==> config.mk <==
export PLATFORM = sky130hd
export DESIGN_NAME = busb_shifter
export DESIGN_NICKNAME = d
export VERILOG_FILES = /design/src/rtl/busb_shifter_pkg.sv /design/src/rtl/busb_step.sv /design/src/rtl/busb_rotator.sv /design/src/rtl/busb_select.sv /design/src/rtl/busb_shifter.sv
export SDC_FILE = /design/constraint.sdc
export NUM_CORES = 1
export LEC_CHECK = 0
export BUFFER_PORTS_ARGS = -buffer_cell sky130_fd_sc_hd__clkbuf_2
export CAP_MARGIN = 25
export CORE_AREA = 2 2 39 41
export DETAILED_ROUTE_END_ITERATION = 6
export DIE_AREA = 0 0 41 43
export PLACE_DENSITY = 0.49
export SKIP_LAST_GASP = 1
export SLEW_MARGIN = 20
export SYNTH_ARGS = -nofsm -noshare
export SYNTH_HDL_FRONTEND = slang
export SYNTH_SLANG_ARGS = --single-unit
==> constraint.sdc <==
create_clock -name vclk -period 1.2
set_input_delay 0.12 -clock vclk [all_inputs]
set_output_delay 0.12 -clock vclk [all_outputs]
set_load 0.01 [all_outputs]
==> src/rtl/busb_shifter_pkg.sv <==
package busb_shifter_pkg;

    // Operation codes of the single-step path; the encoding is part of the
    // control word decoded by the surrounding datapath.
    typedef enum logic [1:0] {
        OP_PASS  = 2'b00,
        OP_RIGHT = 2'b01,
        OP_LEFT  = 2'b10,
        OP_ZERO  = 2'b11
    } shift_op_e;

    // Control bundle for the single-step path.
    typedef struct packed {
        shift_op_e op;
        logic      msb_in;
        logic      lsb_in;
    } step_ctl_t;

    // Rotator distance field width for a given word width.
    function automatic int amt_width(input int width);
        return (width > 1) ? $clog2(width) : 1;
    endfunction

endpackage

==> src/rtl/busb_step.sv <==
module busb_step
    import busb_shifter_pkg::*;
#(
    parameter int WIDTH = 4
) (
    input  logic [WIDTH-1:0] din,
    input  step_ctl_t        ctl,
    output logic [WIDTH-1:0] dout
);

    always_comb begin
        unique case (ctl.op)
            OP_PASS:  dout = din;
            OP_RIGHT: dout = {ctl.msb_in, din[WIDTH-1:1]};
            OP_LEFT:  dout = {din[WIDTH-2:0], ctl.lsb_in};
            default:  dout = '0;
        endcase
    end

endmodule

==> src/rtl/busb_rotator.sv <==
module busb_rotator #(
    parameter int WIDTH = 4,
    parameter int AMT_W = 2
) (
    input  logic [WIDTH-1:0] din,
    input  logic [AMT_W-1:0] amt,
    output logic [WIDTH-1:0] dout
);

    localparam int LANES = 1 << AMT_W;

    // One multiplexer per output bit; lane k carries the source bit that
    // lands on this position after a left turn by k places.
    for (genvar i = 0; i < WIDTH; i++) begin : g_bit
        logic [LANES-1:0] lane;
        for (genvar k = 0; k < LANES; k++) begin : g_lane
            localparam int SRC = (((i - k) % WIDTH) + WIDTH) % WIDTH;
            assign lane[k] = din[SRC];
        end
        assign dout[i] = lane[amt];
    end

endmodule

==> src/rtl/busb_select.sv <==
module busb_select #(
    parameter int WIDTH = 4
) (
    input  logic [WIDTH-1:0] step_word,
    input  logic [WIDTH-1:0] rot_word,
    input  logic             rot_en,
    output logic [WIDTH-1:0] dout
);

    always_comb begin
        dout = rot_en ? rot_word : step_word;
    end

endmodule

==> src/rtl/busb_shifter.sv <==
module busb_shifter
    import busb_shifter_pkg::*;
#(
    parameter int WIDTH = 4,
    localparam int AMT_W = amt_width(WIDTH)
) (
    input  logic [WIDTH-1:0] bus_b,
    input  logic [1:0]       shift_code,
    input  logic             msb_fill,
    input  logic             lsb_fill,
    input  logic             rot_en,
    input  logic [AMT_W-1:0] rot_amt,
    output logic [WIDTH-1:0] shift_out
);

    step_ctl_t        step_ctl;
    logic [WIDTH-1:0] step_word;
    logic [WIDTH-1:0] rot_word;

    always_comb begin
        step_ctl.op     = shift_op_e'(shift_code);
        step_ctl.msb_in = msb_fill;
        step_ctl.lsb_in = lsb_fill;
    end

    busb_step #(.WIDTH(WIDTH)) u_step (
        .din  (bus_b),
        .ctl  (step_ctl),
        .dout (step_word)
    );

    busb_rotator #(.WIDTH(WIDTH), .AMT_W(AMT_W)) u_rot (
        .din  (bus_b),
        .amt  (rot_amt),
        .dout (rot_word)
    );

    busb_select #(.WIDTH(WIDTH)) u_sel (
        .step_word (step_word),
        .rot_word  (rot_word),
        .rot_en    (rot_en),
        .dout      (shift_out)
    );

endmodule

After elaboration in Yosys (flattened, before gate mapping)

Cells that the tools add are included.

Memory bits (read-only): 0
Bits in writable memories: 0
Output and inout bits: 4
Register bits: 0
Memories kept: 0
Bits in latches: 0
Input port bits: 11

Equality and inequality tests: 2
Mux-type cells: 10
Bitwise gates (word level): 0
Shift-type cells: 0
Div/mod/pow operators: 0
Multiply operators: 0
Add/subtract/negate cells: 0
Reductions and logical operators: 1
Magnitude comparators: 1

Operator list:

| cell               | number |
|---|---|
| $pmux 4 s3         | 1 |
| $bmux 1 s2         | 4 |
| $mux 1             | 4 |
| $mux 4             | 1 |
| $lt 2x3->1 const B | 1 |
| $eq 2x1->1 const B | 1 |
| $eq 2x2->1 const B | 1 |
| $logic_not 2->1    | 1 |

Depth between registers and ports, before layout

Word-level depth: 3
Mapped depth: 4
Mapped depth without buffers: 3

Cells and area by module

From an unflattened synthesis, not the netlist that was laid out.

Cell total of the unflattened synthesis: 21
Area, all modules: 251.5 um2

Modules (own cells, without submodules):

| module       | cells an instance | times used | area each (um2) | seq. area each (um2) |
|---|---|---|---|---|
| busb_rotator | 4                 | 1          | 105.1           | 0.0 |
| busb_step    | 13                | 1          | 101.3           | 0.0 |
| busb_select  | 4                 | 1          | 45.0            | 0.0 |

Least setup slack after synthesis

No wires, ideal clock.

Kind: input to output
Start point: input rot_amt[0]
End point: output shift_out[0]
Buffers on the path: 0
Data arrival time: 967 ps
Slack: 113 ps
Cell stages on the path: 3
Cells stage by stage: mux2_2 mux2_2 mux2_2

Longest elaborated chain between the ends: 3

RTL lines:

| item                         | line               | text |
|---|---|---|
| start: declaration           | busb_shifter.sv:12 | `input logic [AMT_W-1:0] rot_amt,` |
| $bmux 1 s2                   | busb_rotator.sv:20 | `assign dout[i] = lane[amt];` |
| $mux 1 (implied by the code) | busb_rotator.sv:20 |  |
| $mux 4                       | busb_select.sv:11  | `dout = rot_en ? rot_word : step_word;` |
| end: declaration             | busb_shifter.sv:13 | `output logic [WIDTH-1:0] shift_out` |

No other way between the ends. The select of a mux whose other input is x is not followed.

Final worst setup path

Same ends and word-level chain as after synthesis.

==> reports/results.txt <==
Area post-placement: 343 um^2
Core area: 1380 um^2
Synth Area in Simple Gates: 13.0%
Sequential cell area: 0 um^2
Largest family of logic cells by synthesized area: multiplexers
Synth Area in XOR/XNOR: 0%
Leading area contributor after synthesis: mux2_2
Max Slew Vio Count: 0
Vias in the first global route: 238
Synth Instances: 25
Core Util, Final: 29.3%
Nets@finish: 55
Critical-path cell list: clkbuf_16 -> mux2_4 -> mux2_2 -> mux2_4 -> buf_6
Placer Congestion: 0.605
LEAKAGE: 0.206 nW
Relative slew slack: 84.2%
Place WS: -161 ps
Area fraction of the dominant cell type after synthesis: 58.7%
Hold crit path type: primary input to output port
WP data required: 1080 ps
Period Utilization, post-route: 110%
Drt drc: 0
Final WL: 695 um
Overall Global Routing Usage: 7.89%
Tmin final: 1320 ps
Post-DRT Antenna Nets: 0
Multiplexer share of the synthesized area: 76.1%
Tightest Pin Transition: 235 ps
Number of clock buffers in the layout: 0
Final Hold Fails: 0
Via count: 266
RSZ-0062 raised after global routing: yes
Num rows: 14
Critical path type: primary input to output port
Die W: 41 um
Fin Setup TNS: -442 ps
Largest net degree at the start of global routing: 9
PwrDens: 423 nW/um^2
Worst Path Max Fanout: 4
Syn-to-layout area delta: 76.1%
Post CTS Setup Buffer Count: 0
Sequential cell count: 0
Slowest cell on crit path: mux2_4
Post-route cell area: 405 um^2
Crit path largest cell delay: 290 ps
Die height: 43 um
Met3 Use GR: 0.524%
Crit. End Element: output port
Routed len/inst: 12.0 um
Failing checks: setup timing
Setup ws final: -119 ps
Initial core utilization: 16.6%
# setup viols final: 4
IO Port Bufs: 15
Gr busiest metal: met1
Synth unique cells: 5
DR vias/cell: 4.59
Fillers: 157
Synth Area in Adders: 0%
Synth top area cells: mux2_2, mux2i_1, nand3b_1
Ports: 15
Crit path DAT: 1200 ps
Initial DRT Pass Iterations: 2
First-pass GRT wire length: 1030 um
CP most frequent cell: mux2_4
Peak supply drop: 145 uV
Area fraction in compound gates after synthesis: 8.70%
Syn_area_per_cell: 9.21 um^2
Fmax achieved: 758 MHz
GR Overflow Total: 0
Synth Net Count: 36
N_diodes: 0
Synth Cell Area: 230 um^2
Setup crit end: shift_out[0]
Outcome: finished with violations
Register area share after synthesis: 0%
Layout cell share with drive strength beyond 1: 71.4%
CP Launch Point: rot_amt[0]
Initial DRC Count: 5
Total of max-cap violations: 0
YS warnings: 0
Grt met1 use: 12.7%
Initial antenna violation count: 0
Die Footprint: 1760 um^2
CP Launch Type: primary input
Met2 Usage GRT: 11.9%
worst max-delay path, delay by kind of cell:
kind	cells	cell delay, ps
multiplexers	3	820
buffers and inverters	2	250
worst min-delay path by stage:
| stage | startpoint | slack, ps | cells after the start | to |
|---|---|---|---|---|
| 6_report | rot_en | 670 | 3 | shift_out[2] |
| 4_1_cts | rot_en | 670 | 3 | shift_out[0] |
| 5_1_grt | rot_en | 690 | 3 | shift_out[2] |
| 2_1_floorplan | rot_en | 400 | 1 | shift_out[0] |
| 3_5_place_dp | rot_en | 640 | 3 | shift_out[0] |
| 3_3_place_gp | rot_en | 640 | 3 | shift_out[1] |
layout by cell type (no fill, tap or decap), drive strengths merged:
cell and count:
clkbuf 13, mux2 12, buf 5, nand3b 4, o21ai 4, mux2i 4
routing by layer:
layer  share of wire (%)  routed length [um]  vias up
li1                    -                   -      132
met1                  47                 324      122
met2                  43                 300       12
met3                  10                  71        0
met4                   0                   0        0
met5                   0                   0        -
cells in the mapped netlist:
master     n
nand3b_1   4
mux2_2    12
o21ai_0    4
buf_2      1
mux2i_1    4
power by group:
| group | total [mW] | switching [mW] | leakage (nW) | internal [mW] |
|---|---|---|---|---|
| clock network | 0 | 0 | 0 | 0 |
| logic | 0.172 | 0.0645 | 0.206 | 0.107 |
| registers | 0 | 0 | 0 | 0 |
final cells by class:
class                           instances  area (um^2)  area share, %
Tap cell                               16         20.0           4.94
Multi-Input combinational cell         24          255           63.0
Timing Repair Buffer                   18          130           32.1
logic make-up (layout without fill, tap and decap cells):
| family | after synthesis | in the layout |
|---|---|---|
| muxes | 16 | 16 |
| AOI/OAI and AO/OA | 4 | 4 |
| and+or+nand+nor | 4 | 4 |
| buffers and inverters | 1 | 18 |
stage by stage:
step           hold slack, ps  cells  power, mW
5_1_grt                   690     58      0.185
2_1_floorplan             398     25     0.0741
3_5_place_dp              641     58      0.132
6_report                  667     58      0.172
3_3_place_gp              636     58      0.130
4_1_cts                   674     58      0.157
timing repair:
item | in CTS | in global routing
endpoints found under the setup margin | 4 | 4
hold buffers | 0 | 0
gates resized for setup | 9 | 5
No activity file was read; power rests on OpenSTA's default activity.
